--- src/rtl/uart_fifo_pkg.sv ---
package uart_fifo_pkg;
  localparam int unsigned DATA_W     = 8;
  localparam int unsigned DEPTH      = 16;
  localparam int unsigned ADDR_W     = 3;
  localparam int unsigned FCR_OFFSET = 2;
  localparam int unsigned CNT_W      = $clog2(DEPTH + 1);

  // Control byte field positions
  localparam int unsigned BIT_EN     = 0;
  localparam int unsigned BIT_RX_CLR = 1;
  localparam int unsigned BIT_TX_CLR = 2;
  localparam int unsigned BIT_DMA    = 3;
  localparam int unsigned BIT_TRIG   = 6;

  typedef enum logic [1:0] {
    TRIG_1  = 2'b00,
    TRIG_4  = 2'b01,
    TRIG_8  = 2'b10,
    TRIG_14 = 2'b11
  } trig_e;

  function automatic int unsigned trig_level(trig_e code);
    case (code)
      TRIG_1:  return 1;
      TRIG_4:  return 4;
      TRIG_8:  return 8;
      default: return 14;
    endcase
  endfunction
endpackage

--- src/rtl/fcr_reg.sv ---
module fcr_reg
  import uart_fifo_pkg::*;
#(
  parameter int unsigned ADDR_W_P  = ADDR_W,
  parameter int unsigned OFFSET_P  = FCR_OFFSET
) (
  input  logic              clk_i,
  input  logic              rst_ni,
  input  logic              we_i,
  input  logic [ADDR_W_P-1:0] addr_i,
  input  logic [7:0]        wdata_i,
  output logic              en_o,
  output logic              dma_o,
  output trig_e             trig_o,
  output logic              rx_clr_o,
  output logic              tx_clr_o
);
  logic wr, on;
  logic en_q, dma_q;
  trig_e trig_q;

  assign wr = we_i && (addr_i == ADDR_W_P'(OFFSET_P));
  assign on = wdata_i[BIT_EN];

  // Flush pulses act in the write cycle and are never stored
  assign rx_clr_o = wr && (!on || wdata_i[BIT_RX_CLR]);
  assign tx_clr_o = wr && (!on || wdata_i[BIT_TX_CLR]);

  always_ff @(posedge clk_i or negedge rst_ni) begin
    if (!rst_ni) begin
      en_q   <= 1'b0;
      dma_q  <= 1'b0;
      trig_q <= TRIG_1;
    end else if (wr) begin
      en_q <= on;
      if (on) begin
        dma_q  <= wdata_i[BIT_DMA];
        trig_q <= trig_e'(wdata_i[BIT_TRIG+1:BIT_TRIG]);
      end
    end
  end

  assign en_o   = en_q;
  assign dma_o  = dma_q;
  assign trig_o = trig_q;
endmodule

--- src/rtl/byte_fifo.sv ---
module byte_fifo #(
  parameter int unsigned DATA_W = 8,
  parameter int unsigned DEPTH  = 16,
  localparam int unsigned PTR_W = (DEPTH > 1) ? $clog2(DEPTH) : 1,
  localparam int unsigned CNT_W = $clog2(DEPTH + 1)
) (
  input  logic              clk_i,
  input  logic              rst_ni,
  input  logic              en_i,
  input  logic              clr_i,
  input  logic              push_i,
  input  logic [DATA_W-1:0] din_i,
  input  logic              pop_i,
  output logic [DATA_W-1:0] dout_o,
  output logic [CNT_W-1:0]  count_o
);
  logic [DATA_W-1:0] mem [DEPTH];
  logic [PTR_W-1:0]  wp_q, rp_q;
  logic [CNT_W-1:0]  cnt_q;
  logic [DATA_W-1:0] dout_q;
  logic do_push, do_pop;

  assign do_pop  = en_i && pop_i  && (cnt_q != '0);
  assign do_push = en_i && push_i && (cnt_q != CNT_W'(DEPTH));

  function automatic logic [PTR_W-1:0] nxt(logic [PTR_W-1:0] p);
    return (p == PTR_W'(DEPTH - 1)) ? '0 : p + 1'b1;
  endfunction

  always_ff @(posedge clk_i or negedge rst_ni) begin
    if (!rst_ni) begin
      wp_q   <= '0;
      rp_q   <= '0;
      cnt_q  <= '0;
      dout_q <= '0;
    end else if (clr_i) begin
      wp_q  <= '0;
      rp_q  <= '0;
      cnt_q <= '0;
    end else begin
      if (do_push) wp_q <= nxt(wp_q);
      if (do_pop) begin
        rp_q   <= nxt(rp_q);
        dout_q <= mem[rp_q];
      end
      cnt_q <= cnt_q + CNT_W'(do_push) - CNT_W'(do_pop);
    end
  end

  always_ff @(posedge clk_i) begin
    if (do_push && !clr_i) mem[wp_q] <= din_i;
  end

  assign dout_o  = dout_q;
  assign count_o = cnt_q;
endmodule

--- src/rtl/rx_trigger.sv ---
module rx_trigger
  import uart_fifo_pkg::*;
#(
  parameter int unsigned CNT_W_P = CNT_W
) (
  input  logic               en_i,
  input  trig_e              trig_i,
  input  logic [CNT_W_P-1:0] count_i,
  output logic               irq_o
);
  logic [CNT_W_P-1:0] level;

  assign level = CNT_W_P'(trig_level(trig_i));
  assign irq_o = en_i && (count_i >= level);
endmodule

--- src/rtl/uart_fifo_ctrl.sv ---
module uart_fifo_ctrl
  import uart_fifo_pkg::*;
#(
  parameter int unsigned DATA_W_P   = DATA_W,
  parameter int unsigned DEPTH_P    = DEPTH,
  parameter int unsigned ADDR_W_P   = ADDR_W,
  parameter int unsigned OFFSET_P   = FCR_OFFSET,
  localparam int unsigned CNT_W_L   = $clog2(DEPTH_P + 1)
) (
  input  logic                clk_i,
  input  logic                rst_ni,
  input  logic                reg_we_i,
  input  logic [ADDR_W_P-1:0] reg_addr_i,
  input  logic [7:0]          reg_wdata_i,
  input  logic                tx_push_i,
  input  logic [DATA_W_P-1:0] tx_data_i,
  input  logic                tx_pop_i,
  output logic [DATA_W_P-1:0] tx_data_o,
  output logic [CNT_W_L-1:0]  tx_count_o,
  input  logic                rx_push_i,
  input  logic [DATA_W_P-1:0] rx_data_i,
  input  logic                rx_pop_i,
  output logic [DATA_W_P-1:0] rx_data_o,
  output logic [CNT_W_L-1:0]  rx_count_o,
  output logic                fifo_en_o,
  output logic                dma_mode_o,
  output logic                rx_irq_o
);
  logic  en, rx_clr, tx_clr;
  trig_e trig;

  fcr_reg #(.ADDR_W_P(ADDR_W_P), .OFFSET_P(OFFSET_P)) u_fcr (
    .clk_i, .rst_ni,
    .we_i(reg_we_i), .addr_i(reg_addr_i), .wdata_i(reg_wdata_i),
    .en_o(en), .dma_o(dma_mode_o), .trig_o(trig),
    .rx_clr_o(rx_clr), .tx_clr_o(tx_clr)
  );

  byte_fifo #(.DATA_W(DATA_W_P), .DEPTH(DEPTH_P)) u_tx_fifo (
    .clk_i, .rst_ni, .en_i(en), .clr_i(tx_clr),
    .push_i(tx_push_i), .din_i(tx_data_i), .pop_i(tx_pop_i),
    .dout_o(tx_data_o), .count_o(tx_count_o)
  );

  byte_fifo #(.DATA_W(DATA_W_P), .DEPTH(DEPTH_P)) u_rx_fifo (
    .clk_i, .rst_ni, .en_i(en), .clr_i(rx_clr),
    .push_i(rx_push_i), .din_i(rx_data_i), .pop_i(rx_pop_i),
    .dout_o(rx_data_o), .count_o(rx_count_o)
  );

  rx_trigger #(.CNT_W_P(CNT_W_L)) u_trig (
    .en_i(en), .trig_i(trig), .count_i(rx_count_o), .irq_o(rx_irq_o)
  );

  assign fifo_en_o = en;
endmodule

--- config.mk ---
export PLATFORM = sky130hd
export DESIGN_NAME = uart_fifo_ctrl
export DESIGN_NICKNAME = d
export VERILOG_FILES = /design/src/rtl/uart_fifo_pkg.sv /design/src/rtl/fcr_reg.sv /design/src/rtl/byte_fifo.sv /design/src/rtl/rx_trigger.sv /design/src/rtl/uart_fifo_ctrl.sv
export SDC_FILE = /design/constraint.sdc
export NUM_CORES = 1
export LEC_CHECK = 0
export CAP_MARGIN = 30
export CORE_MARGIN = 5
export CORE_UTILIZATION = 45
export CTS_CLUSTER_DIAMETER = 80
export DETAILED_ROUTE_END_ITERATION = 8
export DONT_BUFFER_PORTS = 1
export PLACE_DENSITY = 0.7
export SETUP_SLACK_MARGIN = 0.02
export SLEW_MARGIN = 20
export SYNTH_ARGS = -nofsm -noshare
export SYNTH_HDL_FRONTEND = slang
export SYNTH_SLANG_ARGS = --single-unit
--- constraint.sdc ---
create_clock -name clk_i -period 2.4 [get_ports clk_i]
set_input_delay 0.36 -clock clk_i [delete_from_list [all_inputs] [get_ports clk_i]]
set_output_delay 0.36 -clock clk_i [all_outputs]
set_load 0.01 [all_outputs]
# Word level (Yosys, flattened, before mapping)
# Memory sizes are Yosys's and may differ from the RTL's. A register that Yosys moved wholly into a read port is not among the register bits.
# Cells that the tools add are included.
[classes]
order_cmp = 1
n_bitwise = 2
addsub = 8
n_reduce_logical = 31
eq_ne = 9
mux = 19
[ops]
columns = ["operator", "count"]
rows = [
  ["4-bit two-way mux", 12],
  ["4-bit by 1-bit adder with 4-bit output, second input constant", 4],
  ["4-bit equality test, second input constant", 4],
  ["1-bit logical AND", 14],
  ["4-bit one-hot mux with 3 select lines", 1],
  ["5-bit by 1-bit adder with 5-bit output", 2],
  ["5-bit two-way mux", 2],
  ["5-bit inequality test, second input constant", 2],
  ["5-bit nonzero test", 2],
  ["5-bit by 1-bit subtractor with 5-bit output", 2],
  ["2-bit nonzero test", 4],
  ["2-bit AND reduction", 3],
  ["5-bit by 4-bit >= comparator with 1-bit output", 1],
  ["1-bit logical NOT", 5],
  ["1-bit two-way mux", 4],
  ["3-bit by 2-bit equality test with 1-bit output, second input constant", 1],
  ["2-bit by 1-bit equality test with 1-bit output, second input constant", 1],
  ["2-bit equality test, second input constant", 1],
  ["2-bit logical NOT", 1],
  ["1-bit logical OR", 2],
  ["1-bit inverter", 2],
]
[word_totals]
elab_cells = 81
in_bits = 34
regBits = 30
out_inout_bits = 29
ramBits = 256
n_memories = 2
[memory_table]
columns = ["memory", "depth", "word_bits", "rd", "rd_clocked_by_memory_dff", "write_ports", "line", "text"]
rows = [
  ["u_rx_fifo.mem", 16, 8, 1, 1, 1, "byte_fifo.sv:17", "logic [DATA_W-1:0] mem [DEPTH];"],
  ["u_tx_fifo.mem", 16, 8, 1, 1, 1, "byte_fifo.sv:17", ""],
]

# Logic depth before layout (Yosys ltp)
[logic_depth]
depth_word = 7
ltp_mapped = 14
depth_no_buf = 14

# Modules after synthesis
# From an unflattened synthesis, not the netlist that was laid out.
[unflattened]
cells_unflattened = 687
hier_area_um2 = 12578.3
[by_module_without_submodules]
columns = ["module", "seq_area_each_um2", "cells_per_inst", "area_per_inst_um2", "n_inst"]
rows = [
  ["byte_fifo at u_rx_fifo", 4369.2, 328, 6175.9, 1],
  ["byte_fifo at u_tx_fifo", 4369.2, 328, 6082.1, 1],
  ["fcr_reg", 100.1, 16, 211.5, 1],
  ["rx_trigger", 0.0, 15, 108.9, 1],
]

# Worst setup path before layout
# Ideal clock, no wire load.
[synth_path]
kind = "register -> register"
from = "reg u_tx_fifo.cnt_q[3] (netlist: u_tx_fifo.count_o[3])"
to = "reg u_tx_fifo.cnt_q[4] (netlist: u_tx_fifo.count_o[4])"
path_slack_ns = -0.138
required_time_ns = 2.323
setup_time_ns = 0.077
stages_incl_launch_ff = 15
period_less_slack_ns = 2.538
n_path_buf = 0
arrival_ns = 2.461
cell_sequence = "dfrtp_1 > inv_1 > ha_1 > nor4b_2 > nor2_2 > ha_1 > inv_1 > ha_1 > inv_1 > fa_1 > inv_1 > a21oi_1 > nor2_1 > or3_1 > a21oi_1"
[synth_via]
elab_chain_cells = 5
word_cells_on_any_way = 7
cone_classes = "add/sub (2); eq/ne (1); mux (1); reduce/logical (3)"
[synth_lines]
columns = ["element", "line", "text"]
rows = [
  ["start: declaration", "byte_fifo.sv:19", "logic [CNT_W-1:0] cnt_q;"],
  ["start signal: assignment", "byte_fifo.sv:46", "cnt_q <= cnt_q + CNT_W'(do_push) - CNT_W'(do_pop);"],
  ["5-bit inequality test", "byte_fifo.sv:24", "assign do_push = en_i && push_i && (cnt_q != CNT_W'(DEPTH));"],
  ["1-bit logical AND", "byte_fifo.sv:24", ""],
  ["5-bit by 1-bit adder with 5-bit output", "byte_fifo.sv:46", ""],
  ["5-bit by 1-bit subtractor with 5-bit output *", "byte_fifo.sv:46", ""],
  ["5-bit two-way mux *", "byte_fifo.sv:36", "end else if (clr_i) begin"],
]
# Every way passes the cells marked *; elsewhere a longest branch is shown, timed or not.
# A chain may end at the register's enable or synchronous reset.

# Worst setup path in the final report
[layout_path]
from = "reg u_tx_fifo.cnt_q[2] (netlist: u_tx_fifo.count_o[2])"
to = "reg u_tx_fifo.cnt_q[2] (netlist: u_tx_fifo.count_o[2])"
# The elaborated chain is that of the path after synthesis.

==> summary by stage <==
Synthesis
The number of nets produced by synthesis is 743. Summing the areas of all compound-gate instances in the mapped netlist gives 4.68% of the synthesized area. Counting flops with an async set or reset pin after synthesis yields a share of 15.2%. The main combinational cell family by area after synthesis is multiplexers. The simple-gate area share of the yosys netlist is 4.82%. The count of synthesis-stage warnings from yosys is 0. Of the total synthesized cell area, the portion taken by full adders, half adders and majority gates is 2.93%. The mean instance size in the synthesized netlist is 18.3 um2. The number of enable flip-flop cells after synthesis is 256. The share of the synthesized netlist area taken by xor and xnor gates is 0.702%. After synthesis, flip-flops and latches occupy 70.8% of the total area. The mapped netlist covers 12500 um2. Synthesis instantiated 41 different standard cells from the library. For this run, the leading register cell type out of synthesis is edfxtp_1. Multiplexer cells account for 13.7% of the synthesized area.

After synthesis the netlist holds a flip-flop and latch count of 302. The synthesized instance count is 681.

STA
The time the worst path needs with I/O delays and setup is 2.50 ns. The worst clock skew on the final layout is 0.0258 ns. In the post-route analysis, the smallest setup slack over all paths is -0.0969 ns. After routing, the total negative slack on setup checks comes to -0.171 ns. The number of slew-limit violations in the final report is 0. The transition at the pin with the smallest max-transition slack is 0.759 ns. Setup repair after global routing could not meet its margin everywhere.

The highest attainable clock frequency is 0.400 GHz. The headroom to the max-slew limit is 49.3%. The share of the clock period used by the worst path is 104%.

The hold violation count in the final report is 0. Hold timing on the final database bottoms out at a slack of 0.0697 ns. The number of setup violations in the final report is 2.

GRT
The total global routing overflow is 0. The number of antenna violations at the first check in global routing is 2. Entering global routing, the biggest net connects 47 pins.

The number of global-route vias before repair is 6649. The first global-routing pass estimated 38.0 mm of wire. The global-route usage over all layers is 15.7%.

Worst setup path
STA puts the critical path data required time at 2.87 ns. In this run the worst path has a maximum fanout of 2. Walking the worst path, the cells encountered are inv_2 -> ha_4 -> nor4b_4 -> nor2_2 -> ha_1 -> inv_1 -> ha_2 -> inv_2 -> fa_2 -> buf_4 -> buf_4 -> xor2_1 -> nor2_1.

The critical path's largest stage delay is 0.40 ns. The data arrival time of the worst path is 2.97 ns. The critical path in this run is classified as flip-flop to flip-flop. The master of the slowest instance on the critical path is fa_2. The type of origin of the critical path is a flip-flop. The worst setup path is captured at a flip-flop.

Floorplanning
The core region is 27600 um2. The total I/O pin count is 63. Once the floorplan was initialized, standard cells occupied 45.3% of the core. The horizontal die dimension is 177 um.

The die height is 177 um. The overall die area is 31200 um2. After floorplanning, the core was divided into 61 placement rows.

Layout
The footprint of the flip-flops and latches is 8840 um2. Excluding fillers, the count of instances in the completed layout stands at 1160. The number of nets in the layout is 819. Cells with a size suffix above 1 make up 30.6% of the layout.

The area of combinational cells with multiple inputs is 3470 um2. The library cell used most frequently in the layout, excluding fill and tap cells, is edfxtp_1. The number of filler instances in the final layout is 2141. The layout overhead on the synthesized area is 16.6%. In the layout the commonest cells are 256 x edfxtp_1, 64 x mux4_2, 52 x buf_4.

Outcome
The final reports fail on setup timing. The run finished, with violations left.

Placed design
The congestion estimate from routability-driven global placement came to 0.797. The worst setup slack after placement is -0.0948 ns. Port buffering added 0 buffers.

The post-detailed-placement half-perimeter wirelength is 15.9 mm. The number of cells after detailed placement is 1074.

Routing
The iteration-0 DRC count of the detailed router is 455. After detailed routing, the total wire length is 24.1 mm. The number of nets with antenna violations after detailed routing is 0. The final routed wire length divided by cell count is 20.7 um.

Before antenna repair, the detailed router went through 6 iterations. The post-route DRC violation count is 0. Detailed routing inserted a total of 6328 vias. The detailed-route vias per instance is 5.46.

Pwr
The cell leakage power is 0.00493 uW. VDD sags by at most 0.715 mV. The total chip power is 15900 uW. The power per unit of standard cell area is 1090 nW/um2.

Clock network
The clock latency at the later pin of the worst-skew pair is 0.55 ns. Counting along the longest clock path gives a buffer depth of 3. The master cell of the clock root buffer is clkbuf_16. CTS built an H-tree with a depth of 1. TritonCTS built the clock tree. For this design, the sink count on the clock tree is 302. Clock-pin slew was measured on the worst setup and hold paths at 0.06 ns. TritonCTS created 30 clock buffers.

Worst hold path
The path class of the tightest hold or removal check is input port to flip-flop.

Flow run
Across the run, the number of max-cap violations was 0.
-- cell type report --
| type | instances | area share (%) |
|---|---|---|
| antenna | 2 | 0.0344 |
| clock buffer | 32 | 5.21 |
| clock inverter | 23 | 1.52 |
| inverter | 25 | 0.645 |
| multi-input combinational | 321 | 23.8 |
| sequential | 302 | 60.7 |
| tap | 378 | 3.25 |
| timing repair buffer | 77 | 4.80 |
-- final timing paths --
check / startpoint / to / slack, ns / cells after the start
worst min register to register: u_fcr.dma_o / u_fcr.dma_o / 0.60 / 1
max in group asynchronous: rst_ni / u_tx_fifo.rp_q[0] / 1.78 / 2
min in group asynchronous: rst_ni / u_rx_fifo.dout_o[7] / 0.34 / 2
worst max register to register: u_tx_fifo.count_o[2] / u_tx_fifo.count_o[2] / -0.1 / 13
worst max-delay path: u_tx_fifo.count_o[2] / u_tx_fifo.count_o[2] / -0.1 / 13
worst min-delay path: reg_wdata_i[0] / u_fcr.en_o / 0.07 / 3
-- Yosys cell counts, types with 3 or more instances --
cell	number	area share, %
buf_6	5	0.45
mux4_2	64	12
xor2_1	8	0.56
a21oi_1	11	0.44
inv_1	25	0.75
nor2_1	64	1.9
or2_2	3	0.15
or3_1	4	0.20
a31oi_1	4	0.20
dfrtp_1	46	9.2
buf_4	6	0.36
o21ai_0	5	0.20
nand2b_1	7	0.35
a221oi_2	16	1.9
nor3_1	10	0.40
nor2b_1	4	0.20
ha_1	26	2.6
edfxtp_1	256	62
mux2i_1	24	1.9
o22ai_1	16	0.80
mux2_2	3	0.27
buf_1	8	0.24
nand2_1	25	0.75
clkbuf_1	6	0.18
a21o_1	4	0.24
buf_2	8	0.32
-- sequential cells by signal (all words and copies together), names as in the netlist --
signal and flops:
u_tx_fifo.rp_q 4, u_fcr.trig_o 2, u_fcr.dma_o 1, u_rx_fifo.rp_q 4, u_rx_fifo.count_o 5, u_tx_fifo.dout_o 8
u_rx_fifo.mem 128, u_tx_fifo.count_o 5, u_rx_fifo.dout_o 8, u_tx_fifo.mem 128, u_tx_fifo.wp_q 4, u_fcr.en_o 1
u_rx_fifo.wp_q 4
-- timing repair --
item / CTS / global route
setup buffers: 1 / 7
endpoints found under the hold margin: 305 / 0
hold buffers: 21 / 0
pin swaps: 1 / 13
endpoints found under the setup margin: 12 / 52
gates resized for setup: 12 / 20
-- critical path, delay by kind of cell (launching register included) --
kind | cells | cell delay [ns]
and+or+nand+nor | 3 | 0.42
DFF | 1 | 0.39
xor gates and xnor gates | 1 | 0.15
buffers and inverters | 5 | 0.47
adders and majority gates | 4 | 0.98
-- per-stage QoR --
| step | instance area [um2] | util, % |
|---|---|---|
| after floorplan | 12500 | - |
| after global placement | 13200 | 47.9 |
| after detailed placement | 13200 | 47.9 |
| after CTS | 14400 | 52.4 |
| after global routing | 14600 | 52.8 |
| final | 14600 | 52.8 |
-- report_power, final --
part | leakage (uW) | internal [uW] | switching [uW]
combinational | 0.00161 | 2290 | 2240
sequential | 0.00285 | 6180 | 630
clock | 0.000469 | 2630 | 1930
total | 0.00493 | 11100 | 4800
-- logic make-up (layout without fill, tap and decap cells) --
logic type / count (synthesis) / after routing
buffers and inverters: 58 / 157
AND/OR/NAND/NOR: 128 / 128
AO/OA/AOI/OAI: 64 / 64
flip-flops: 302 / 302
other: 0 / 2
XOR/XNOR: 10 / 10
multiplexers: 91 / 91
adder cells (fa/ha/maj): 28 / 28
-- per-layer routing --
metal  vias up  wire [um]  GRT usage (%)
li1       2834          -              -
met1      3300       9910           21.0
met2       158      12300           26.6
met3        36       1430           3.21
met4         0        403           3.58
met5         -          0              0
No activity file was read; power rests on OpenSTA's default activity.
